==> config.mk <==
export PLATFORM = sky130hd
export DESIGN_NAME = irqc_core
export DESIGN_NICKNAME = d
export VERILOG_FILES = /design/src/rtl/irqc_pkg.sv /design/src/rtl/irqc_cfg.sv /design/src/rtl/irqc_req.sv /design/src/rtl/irqc_prio.sv /design/src/rtl/irqc_svc.sv /design/src/rtl/irqc_core.sv
export SDC_FILE = /design/constraint.sdc
export NUM_CORES = 1
export LEC_CHECK = 0
export BUFFER_PORTS_ARGS = -buffer_cell sky130_fd_sc_hd__buf_2
export CORE_MARGIN = 8
export CORE_UTILIZATION = 58
export CTS_CLUSTER_SIZE = 30
export DETAILED_ROUTE_END_ITERATION = 8
export GPL_ROUTABILITY_DRIVEN = 0
export PLACE_DENSITY_LB_ADDON = 0.1
export SYNTH_ARGS = -nofsm -noshare
export SYNTH_HDL_FRONTEND = slang
export SYNTH_SLANG_ARGS = --single-unit
==> constraint.sdc <==
create_clock -name clk -period 3.7 [get_ports clk]
set_input_delay 0.37 -clock clk [delete_from_list [all_inputs] [get_ports clk]]
set_output_delay 0.37 -clock clk [all_outputs]
set_load 0.005 [all_outputs]
==> src/rtl/irqc_pkg.sv <==
package irqc_pkg;
  localparam int IRQ_N  = 8;
  localparam int ID_W   = $clog2(IRQ_N);
  localparam int BYTE_W = 8;
  localparam logic [BYTE_W-1:0] EOI_NONSPEC = 8'h20;

  typedef enum logic [1:0] {
    CFG_RUN  = 2'd0,
    CFG_BASE = 2'd1,
    CFG_CASC = 2'd2,
    CFG_MODE = 2'd3
  } cfg_state_e;

  typedef struct packed {
    logic            hit;
    logic [ID_W-1:0] id;
  } pick_t;

  // lowest set index wins
  function automatic pick_t pick_lowest(input logic [IRQ_N-1:0] v);
    pick_t r;
    r = '0;
    for (int i = IRQ_N - 1; i >= 0; i--) begin
      if (v[i]) begin
        r.hit = 1'b1;
        r.id  = ID_W'(i);
      end
    end
    return r;
  endfunction
endpackage

==> src/rtl/irqc_cfg.sv <==
module irqc_cfg
  import irqc_pkg::*;
(
  input  logic              clk,
  input  logic              rst_n,
  input  logic              wr_en,
  input  logic              wr_odd,
  input  logic [BYTE_W-1:0] wr_data,
  output logic [IRQ_N-1:0]  mask_o,
  output logic [BYTE_W-1:0] base_o,
  output logic              level_o,
  output logic              aeoi_o,
  output logic              smm_o,
  output logic              sel_isr_o,
  output logic              init_o,
  output logic              eoi_o
);
  cfg_state_e        st_q, st_d;
  logic              need_mode_q, need_mode_d;
  logic              single_q, single_d;
  logic              level_q, level_d;
  logic              smm_q, smm_d;
  logic              sel_q, sel_d;
  logic [IRQ_N-1:0]  mask_q, mask_d;
  logic [BYTE_W-1:0] base_q, base_d;
  logic [BYTE_W-1:0] casc_q, casc_d;
  logic [BYTE_W-1:0] mode_q, mode_d;

  logic cmd_wr, odd_wr, is_init, is_sel, is_ctl;

  assign cmd_wr  = wr_en & ~wr_odd;
  assign odd_wr  = wr_en & wr_odd;
  assign is_init = cmd_wr & wr_data[4];
  assign is_sel  = cmd_wr & ~wr_data[4] & wr_data[3];
  assign is_ctl  = cmd_wr & ~wr_data[4] & ~wr_data[3];

  always_comb begin
    st_d        = st_q;
    need_mode_d = need_mode_q;
    single_d    = single_q;
    level_d     = level_q;
    smm_d       = smm_q;
    sel_d       = sel_q;
    mask_d      = mask_q;
    base_d      = base_q;
    casc_d      = casc_q;
    mode_d      = mode_q;
    if (is_init) begin
      st_d        = CFG_BASE;
      need_mode_d = wr_data[0];
      single_d    = wr_data[1];
      level_d     = wr_data[3];
      smm_d       = 1'b0;
      sel_d       = 1'b0;
      mask_d      = '0;
      mode_d      = '0;
    end else if (is_sel) begin
      if (wr_data[6]) smm_d = wr_data[5];
      if (wr_data[1]) sel_d = wr_data[0];
    end else if (odd_wr) begin
      unique case (st_q)
        CFG_BASE: begin
          base_d = wr_data;
          if (!single_q)       st_d = CFG_CASC;
          else if (need_mode_q) st_d = CFG_MODE;
          else                 st_d = CFG_RUN;
        end
        CFG_CASC: begin
          casc_d = wr_data;
          st_d   = need_mode_q ? CFG_MODE : CFG_RUN;
        end
        CFG_MODE: begin
          mode_d = wr_data;
          st_d   = CFG_RUN;
        end
        default: mask_d = wr_data[IRQ_N-1:0];
      endcase
    end
  end

  always_ff @(posedge clk or negedge rst_n) begin
    if (!rst_n) begin
      st_q        <= CFG_RUN;
      need_mode_q <= 1'b0;
      single_q    <= 1'b1;
      level_q     <= 1'b0;
      smm_q       <= 1'b0;
      sel_q       <= 1'b0;
      mask_q      <= '1;
      base_q      <= '0;
      casc_q      <= '0;
      mode_q      <= '0;
    end else if (wr_en) begin
      st_q        <= st_d;
      need_mode_q <= need_mode_d;
      single_q    <= single_d;
      level_q     <= level_d;
      smm_q       <= smm_d;
      sel_q       <= sel_d;
      mask_q      <= mask_d;
      base_q      <= base_d;
      casc_q      <= casc_d;
      mode_q      <= mode_d;
    end
  end

  // cascade byte and the other mode bits are kept but drive no logic
  logic unused_cfg_bits;
  assign unused_cfg_bits = ^{casc_q, mode_q[BYTE_W-1:2], mode_q[0]};

  assign mask_o    = mask_q;
  assign base_o    = base_q;
  assign level_o   = level_q;
  assign aeoi_o    = mode_q[1];
  assign smm_o     = smm_q;
  assign sel_isr_o = sel_q;
  assign init_o    = is_init;
  assign eoi_o     = is_ctl & (wr_data == EOI_NONSPEC);
endmodule

==> src/rtl/irqc_req.sv <==
module irqc_req
  import irqc_pkg::*;
(
  input  logic             clk,
  input  logic             rst_n,
  input  logic [IRQ_N-1:0] req_i,
  input  logic             level_i,
  input  logic             clr_all_i,
  input  logic [IRQ_N-1:0] ack_clr_i,
  output logic [IRQ_N-1:0] irr_o
);
  logic [IRQ_N-1:0] prev_q;
  logic [IRQ_N-1:0] irr_q, irr_d;

  for (genvar g = 0; g < IRQ_N; g++) begin : g_cell
    assign irr_d[g] = clr_all_i ? 1'b0 :
                      level_i   ? req_i[g] :
                      ((irr_q[g] & ~ack_clr_i[g]) | (req_i[g] & ~prev_q[g]));
  end

  always_ff @(posedge clk or negedge rst_n) begin
    if (!rst_n) begin
      prev_q <= '0;
      irr_q  <= '0;
    end else begin
      prev_q <= req_i;
      irr_q  <= irr_d;
    end
  end

  assign irr_o = irr_q;
endmodule

==> src/rtl/irqc_prio.sv <==
module irqc_prio
  import irqc_pkg::*;
(
  input  logic [IRQ_N-1:0] irr_i,
  input  logic [IRQ_N-1:0] mask_i,
  input  logic [IRQ_N-1:0] isr_i,
  input  logic             smm_i,
  output logic             win_o,
  output logic [ID_W-1:0]  win_id_o
);
  logic [IRQ_N-1:0] cand, block;
  pick_t r, b;

  assign cand  = irr_i & ~mask_i;
  assign block = smm_i ? (isr_i & ~mask_i) : isr_i;

  always_comb begin
    r        = pick_lowest(cand);
    b        = pick_lowest(block);
    win_o    = r.hit & (~b.hit | (r.id < b.id));
    win_id_o = r.id;
  end
endmodule

==> src/rtl/irqc_svc.sv <==
module irqc_svc
  import irqc_pkg::*;
(
  input  logic             clk,
  input  logic             rst_n,
  input  logic             ack_i,
  input  logic             win_i,
  input  logic [ID_W-1:0]  win_id_i,
  input  logic             aeoi_i,
  input  logic             init_i,
  input  logic             eoi_i,
  output logic [IRQ_N-1:0] isr_o,
  output logic [ID_W-1:0]  vec_id_o,
  output logic [IRQ_N-1:0] ack_clr_o
);
  logic             ack_q;
  logic             hit_q, hit_d;
  logic [ID_W-1:0]  vid_q, vid_d;
  logic [IRQ_N-1:0] isr_q, isr_d;
  logic [IRQ_N-1:0] set_v, eoi_v, auto_v;
  logic             rise, fall, upd;
  pick_t            top;

  assign rise = ack_i & ~ack_q;
  assign fall = ~ack_i & ack_q;
  assign top  = pick_lowest(isr_q);

  for (genvar g = 0; g < IRQ_N; g++) begin : g_dec
    assign set_v[g]  = rise & win_i & (win_id_i == ID_W'(g));
    assign eoi_v[g]  = eoi_i & top.hit & (top.id == ID_W'(g));
    assign auto_v[g] = fall & aeoi_i & hit_q & (vid_q == ID_W'(g));
  end

  always_comb begin
    isr_d = init_i ? '0 : ((isr_q & ~eoi_v & ~auto_v) | set_v);
    hit_d = hit_q;
    vid_d = vid_q;
    if (init_i) begin
      hit_d = 1'b0;
    end else if (rise) begin
      hit_d = win_i;
      vid_d = win_i ? win_id_i : '1;
    end
  end

  assign upd = rise | fall | eoi_i | init_i;

  always_ff @(posedge clk or negedge rst_n) begin
    if (!rst_n) begin
      ack_q <= 1'b0;
      hit_q <= 1'b0;
      vid_q <= '0;
      isr_q <= '0;
    end else begin
      ack_q <= ack_i;
      if (upd) begin
        hit_q <= hit_d;
        vid_q <= vid_d;
        isr_q <= isr_d;
      end
    end
  end

  assign isr_o     = isr_q;
  assign vec_id_o  = vid_q;
  assign ack_clr_o = set_v;
endmodule

==> src/rtl/irqc_core.sv <==
module irqc_core
  import irqc_pkg::*;
(
  input  logic              clk,
  input  logic              rst_n,
  input  logic              reg_addr,
  input  logic              reg_wr,
  input  logic              reg_rd,
  input  logic [BYTE_W-1:0] reg_wdata,
  output logic [BYTE_W-1:0] reg_rdata,
  input  logic [IRQ_N-1:0]  irq_req,
  input  logic              int_ack,
  output logic [BYTE_W-1:0] ack_vector,
  output logic              cpu_int
);
  logic [IRQ_N-1:0]  mask_w, irr_w, isr_w, ack_clr_w;
  logic [BYTE_W-1:0] base_w;
  logic              level_w, aeoi_w, smm_w, sel_isr_w, init_w, eoi_w;
  logic              win_w;
  logic [ID_W-1:0]   win_id_w, vec_id_w;

  irqc_cfg u_cfg (
    .clk(clk), .rst_n(rst_n), .wr_en(reg_wr), .wr_odd(reg_addr),
    .wr_data(reg_wdata), .mask_o(mask_w), .base_o(base_w),
    .level_o(level_w), .aeoi_o(aeoi_w), .smm_o(smm_w),
    .sel_isr_o(sel_isr_w), .init_o(init_w), .eoi_o(eoi_w)
  );

  irqc_req u_req (
    .clk(clk), .rst_n(rst_n), .req_i(irq_req), .level_i(level_w),
    .clr_all_i(init_w), .ack_clr_i(ack_clr_w), .irr_o(irr_w)
  );

  irqc_prio u_prio (
    .irr_i(irr_w), .mask_i(mask_w), .isr_i(isr_w), .smm_i(smm_w),
    .win_o(win_w), .win_id_o(win_id_w)
  );

  irqc_svc u_svc (
    .clk(clk), .rst_n(rst_n), .ack_i(int_ack), .win_i(win_w),
    .win_id_i(win_id_w), .aeoi_i(aeoi_w), .init_i(init_w), .eoi_i(eoi_w),
    .isr_o(isr_w), .vec_id_o(vec_id_w), .ack_clr_o(ack_clr_w)
  );

  always_comb begin
    reg_rdata = '0;
    if (reg_rd) begin
      if (reg_addr)       reg_rdata = mask_w;
      else if (sel_isr_w) reg_rdata = isr_w;
      else                reg_rdata = irr_w;
    end
  end

  logic unused_base_lo;
  assign unused_base_lo = ^base_w[BYTE_W-ID_W-1:0];

  assign ack_vector = {base_w[BYTE_W-1:ID_W], vec_id_w};
  assign cpu_int    = win_w;
endmodule

==> results of run 1 <==
[cell usage in the layout, fill, tap and decap left out, types with 2 or more instances in the layout]
cell type / synthesis / layout
nor2_1: 21 / 21
nor3_1: 6 / 6
nand2_1: 51 / 51
o21ai_1: 2 / 3
a22oi_1: 2 / 2
a22o_1: 2 / 2
a211oi_1: 2 / 2
buf_2: 2 / 38
dfstp_2: 9 / 9
mux2i_1: 8 / 8
o311ai_1: 3 / 3
a31oi_1: 3 / 3
o21ai_0: 36 / 35
nand3b_1: 2 / 2
inv_1: 15 / 15
ha_1: 4 / 4
nor3b_1: 2 / 2
nor4_1: 5 / 4
a21oi_1: 19 / 19
o31ai_1: 3 / 3
a21o_1: 3 / 3
nor2b_1: 7 / 7
nor2b_2: 2 / 2
a21boi_1: 7 / 7
o21a_1: 4 / 4
inv_6: 0 / 2
o22ai_1: 3 / 3
nand3_1: 4 / 4
and2_1: 9 / 9
clkbuf_8: 0 / 5
nand2b_1: 7 / 7
dfrtp_1: 41 / 40
mux2_2: 6 / 6
o211ai_1: 6 / 6
nor4_2: 1 / 2
[final cells by class]
class                   count  area, um^2  share of cell area, %
repair buffers             39         198                   5.85
flip-flops and latches     50        1260                   37.4
inverters                  16        60.1                   1.78
clock inverters             3        22.5                  0.666
well taps                  70        87.6                   2.59
clock buffers               5        68.8                   2.04
multi-input cells         264        1680                   49.7
[sequential cells by signal, summed over array words and instances (netlist names)]
register	cells
u_cfg.single_q	1
u_svc.ack_q	1
u_svc.hit_q	1
u_cfg.level_o	1
u_cfg.mask_o	8
u_cfg.sel_isr_o	1
u_svc.vec_id_o	3
u_svc.isr_o	8
u_cfg.st_q	2
u_req.prev_q	8
u_cfg.need_mode_q	1
u_cfg.smm_o	1
u_req.irr_o	8
u_cfg.mode_q	1
u_cfg.base_o	5
[how the worst max path moves through the flow]
stage,end
global route,cpu_int
finish,cpu_int
detailed placement,cpu_int
floorplan,u_svc.vec_id_o[2]
global placement,cpu_int
CTS,cpu_int
[kinds of logic after synthesis]
| family | share of synthesized area [%] |
|---|---|
| adders and majority gates | 1.64 |
| AOI/OAI and AO/OA | 25.5 |
| buffers and inverters | 3.65 |
| DFF | 41.4 |
| muxes | 4.84 |
| and+or+nand+nor | 22.9 |
[timing repair]
item | CTS | global route
resized for setup | 0 | 3
setup buffers | 0 | 0
hold buffers | 0 | 0
setup endpoints to repair | 0 | 1
[per-layer routing]
layer | up-vias | share of wire, % | track usage, %
li1 | 1300 | - | -
met1 | 1316 | 44 | 28.0
met2 | 106 | 47 | 35.8
met3 | 27 | 5.3 | 3.99
met4 | 0 | 2.9 | 9.68
met5 | - | 0 | 0
[worst reg2reg max path: cells and delay by family (launching register included)]
kind | cells | cell delay, ns
DFF | 1 | 0.59
AOI/OAI and AO/OA | 5 | 1.08
and+or+nand+nor | 3 | 1.10
adders and majority gates | 1 | 0.29
[power by group]
part / internal (uW) / switching, uW
Combinational: 473 / 611
Clock: 137 / 195
Sequential: 730 / 218
Total: 1340 / 1020
[metrics by stage]
step / utilization (%) / instance area (um^2) / instances
3_5_place_dp: 64.7 / 3280 / 439
4_1_cts: 66.5 / 3370 / 447
5_1_grt: 66.6 / 3380 / 447
6_report: 66.6 / 3380 / 447
2_1_floorplan: - / 3050 / 342
3_3_place_gp: 64.7 / 3280 / 439
==> impl_metrics.csv, run 1 <==
group,metric,value,unit
sta,slew_headroom,23.1,%
critical_path,cp_cell_sequence,"a21boi_1 > nor4_1 > or2b_1 > ha_1 > a211oi_1 > a31oi_2 > nor2_1 > buf_2",
grt,grt_first_pass_wirelength,13400,um
routing,drcViolationCount,0,
sta,fmax,282,MHz
placement,place_ws,0.515,ns
critical_path,crit_arrival,3.17,ns
grt,grt_max_degree,51,
synth,synth_area_per_cell,8.91,um^2
grt,antenna_found_initial,0,
critical_path,cp.depth,8,
critical_path,cp_max_fo,6,
critical_path,slowest_stage,"dfstp_2",
routing,wl_per_cell,18.4,um
sta,finalMaxSlewViolations,0,
worst_hold_path,min_path_cells,1,
sta,hold_viol,0,
clock_network,clkTransAtPathRegs,0.10,ns
layout,final_nets,402,
sta,clock_skew,0.0108,ns
routing,wl,8200,um
critical_path,cp_num_buf_inv,1,
routing,first_pass_iters,5,
worst_hold_path,hp-class,"input pin to register",
clock_network,cts_root_buffer,"clkbuf_8",
synth,yosysWarnings,0,
critical_path,crit_required,3.33,ns
die,core-area,5070,um^2
critical_path,endpoint_kind,"primary output",
clock_network,clkSinkCount,50,
power,power.density,699,nW/um^2
synth,synth_edf_count,0,
power,power,2360,uW
layout,drive_above_1_share,22.0,%
layout,syn_to_final_growth,10.9,%
critical_path,ff2ff_setup_slack,0.50,ns
die,die_area,7830,um^2
clock_network,cts_tree,"yes",
sta,min_period_over_period,95.7,%
run,cap_violations,0,
synth,ys_top_cells_by_area,"dfrtp_1 (34%), dfstp_2 (7.8%), nand2_1 (6.3%), o21ai_0 (5.9%), a21oi_1 (3.1%)",
synth,synth-async-reset-ratio,100,%
critical_path,cp_top_family,"simple AND/OR/NAND/NOR gates",
sta,fin_setup_tns,0,ns
layout,fillCellCount,447,
routing,drt_iter0_markers,245,
sta,setup_viol,0,
critical_path,max_stage_delay,0.59,ns
synth,ys_ff_latch,50,
critical_path,start_kind,"register",
synth,synth_top_area_share,33.7,%
synth,yosysTopAreaCell,"dfrtp_1",
critical_path,r2r_end,"u_req.irr_o[0]",
synth,synth.most_common_cell,"nand2_1",
grt,grt-ovfl-total,0,
worst_hold_path,worstHoldStart,"irq_req[1]",
synth,ys_top_cells_by_count,"nand2_1 (51), dfrtp_1 (41), o21ai_0 (36)",
clock_network,cts_buffers,5,
die,start_util,60.1,%
run_status,outcome,"completed",
grt,grt_pass1_vias,2753,
critical_path,setup.worst_path.start,"u_cfg.mask_o[1]",
grt,track_usage,22.1,%
routing,detail_route.vias_per_cell,6.15,
placement,place_hpwl,6130,um
die,fp.dieH,88.5,um
power,p_leak,0.00150,uW
die,rows,26,
critical_path,crit_type,"register to primary output",
worst_hold_path,holdPathEnd,"u_req.prev_q[1]",
sta,setup_slack,0.160,ns
clock_network,cts_max_level,2,
power,peakVddDrop,0.362,mV
synth,syn_inst,342,
synth,ys_seq_area_share,41.4,%
sta,tightest_slew,1.15,ns
placement,portBuffers,38,
sta,whs,0.167,ns
routing,ant_nets,0,
critical_path,reg2reg_from,"u_cfg.mask_o[1]",
die,die_w,88.5,um
sta,rsz0062_at_grt,"no",
sta,layout_min_cycle_time,3.54,ns
routing,vias,2749,
synth,syn_nets,368,
layout,diodes,0,
synth,synth_cell_types,70,
synth,netlist_area,3050,um^2
die,ios,39,
synth,yosys_most_used_dff,"dfrtp_1",
clock_network,clockBufferDepth,2,
critical_path,reg2reg_depth,9,
clock_network,clk_latency,0.32,ns
No activity file was read; power rests on OpenSTA's default activity.
==> run 2: changes to the inputs <==
CORE_MARGIN = not set   (was 8)
==> run 2 against run 1 <==
Effect of this change: clock power hardly changed; non-clock buffer count is 2 higher; sequential cell count stayed put; final cell count is 0.45% higher; via count is 0.15% higher; global-route usage is 8.7 points higher; fmax is 1.7% higher; clock skew is 0.00058 ns lower; final area is 0.63% higher; setup slack better by 0.059 ns; worst hold slack worse by 0.015 ns; largest power group unchanged.
==> impl_metrics.csv, run 2 (synthesized netlist as in run 1, its figures left out) <==
group,metric,value,unit
critical_path,slowest_stage,"dfrtp_1",
sta,hold_viol,0,
die,die_area,5550,um^2
layout,layout_commonest_cell,"nand2_1",
sta,setup_viol,0,
clock_network,clkTransAtPathRegs,0.10,ns
clock_network,cts_root_buffer,"clkbuf_8",
placement,portBuffers,38,
routing,wl_per_cell,17.5,um
die,core-area,5070,um^2
clock_network,post_cts_buffers,0,
clock_network,cts_hold_buffers,0,
power,p_switching,1030,uW
grt,use_met2,51.0,%
sta,layout_min_cycle_time,3.48,ns
layout,drive_above_1_share,22.4,%
layout,fillCellCount,446,
critical_path,max_stage_delay,0.55,ns
critical_path,cp_top_family,"compound AO/OA/AOI/OAI gates",
power,p_leak,0.00150,uW
sta,finalMaxSlewViolations,0,
critical_path,crit_required,3.33,ns
power,p_seq_share,39.7,%
clock_network,clockBufferDepth,2,
placement,dpl-instance-area,3300,um^2
critical_path,cp_max_fo,12,
layout,layout_common_cells,"nand2_1 (51), dfrtp_1 (41), buf_2 (38)",
die,die_w,74.5,um
clock_network,cts_tree,"yes",
layout,seqCellArea,1260,um^2
layout,multiInputGateArea,1690,um^2
grt,use_met3,6.37,%
sta,tightest_slew,1.02,ns
power,netSwitchingFraction,43.3,%
routing,vias,2753,
die,rows,26,
sta,rsz0062_at_grt,"no",
power,peakVddDrop,0.377,mV
power,clockPowerShare,14.0,%
routing,first_pass_iters,5,
power,power.density,698,nW/um^2
clock_network,clkSinkCount,50,
grt,track_usage,30.8,%
grt,grt_max_degree,51,
run_status,outcome,"completed",
routing,detail_route.vias_per_cell,6.13,
grt,antenna_found_initial,0,
sta,fmax,287,MHz
clock_network,cts_buffers,5,
layout,fin_area,3400,um^2
critical_path,cp_cell_sequence,"a21boi_1 > nor2_1 > o31ai_1 > nand2_1 > ha_1 > o21a_1 > nor2_1 > a21o_1 > a31oi_2 > nor2_1 > buf_2",
grt,grt_first_pass_wirelength,12600,um
critical_path,endpoint_kind,"primary output",
layout,diodes,0,
layout,final_nets,404,
sta,clock_skew,0.0102,ns
die,start_util,60.1,%
critical_path,cp_num_buf_inv,1,
routing,ant_nets,0,
placement,place_hpwl,5880,um
power,combPwrFrac,46.2,%
critical_path,crit_type,"register to primary output",
sta,slew_headroom,31.3,%
run,cap_violations,0,
die,fp.dieH,74.5,um
sta,min_period_over_period,94.1,%
power,internal-power,1350,uW
grt,grt_pass1_vias,2567,
clock_network,cts-resized-gates,0,
sta,fin_setup_tns,0,ns
grt,grt.busiest_layer,"met2",
routing,wl,7840,um
routing,drt_iter0_markers,217,
layout,syn_to_final_growth,11.6,%
routing,drcViolationCount,0,
critical_path,crit_arrival,3.11,ns
clock_network,cts_max_level,2,
grt,grt-ovfl-total,0,
critical_path,start_kind,"register",
grt,use_met1,39.9,%
worst_hold_path,hp-class,"input pin to async pin",
die,ios,39,
clock_network,clk_latency,0.32,ns
critical_path,critPathMostFrequentCell,"nor2_1",
## run 2: worst paths after layout
| path | slack [ns] | from | end | cells past startpoint |
|---|---|---|---|---|
| worst max-delay path | 0.22 | u_cfg.smm_o | cpu_int | 11 |
| worst min-delay path | 0.15 | rst_n | u_req.prev_q[7] | 2 |
| worst max register to register | 0.64 | u_cfg.smm_o | u_req.irr_o[4] | 11 |
| worst min register to register | 0.47 | u_cfg.single_q | u_cfg.single_q | 2 |
| max in group asynchronous | 3.10 | rst_n | u_cfg.base_o[5] | 2 |
| min in group clk | 0.16 | irq_req[2] | u_req.prev_q[2] | 1 |
## run 2: through the flow
stage               worst slack [ns]  cells  util, %  hold WS, ns  power [uW]
finish                         0.219    449     67.0        0.152        2370
global route                  0.0685    449     67.0        0.160        2530
floorplan                      0.932    342        -       0.0744        1670
CTS                            0.152    449     66.8        0.163        2340
global placement               0.643    441     65.0        0.457        1970
detailed placement             0.534    441     65.0        0.456        2010
## run 2: power groups by stage
stage	combinational, uW	sequential (uW)	clock [uW]
4_1_cts	1070	936	338
3_3_place_gp	1040	935	0
5_1_grt	1200	965	359
2_1_floorplan	801	869	0
3_5_place_dp	1060	947	0
6_report	1100	943	333
## run 2: per-layer routing
layer,share of wire [%],wire (um)
met2,49,3870
met5,0,0
met4,1.9,151
met3,5.4,426
met1,43,3390
## run 2: final cells by class
class                      count  share of cell area, %
clock buffer                   5                   2.02
clock inverter                 3                  0.699
inverter                      16                   1.77
multi-input combinational    264                   49.6
sequential                    50                   37.1
tap                           70                   2.57
timing repair buffer          41                   6.25
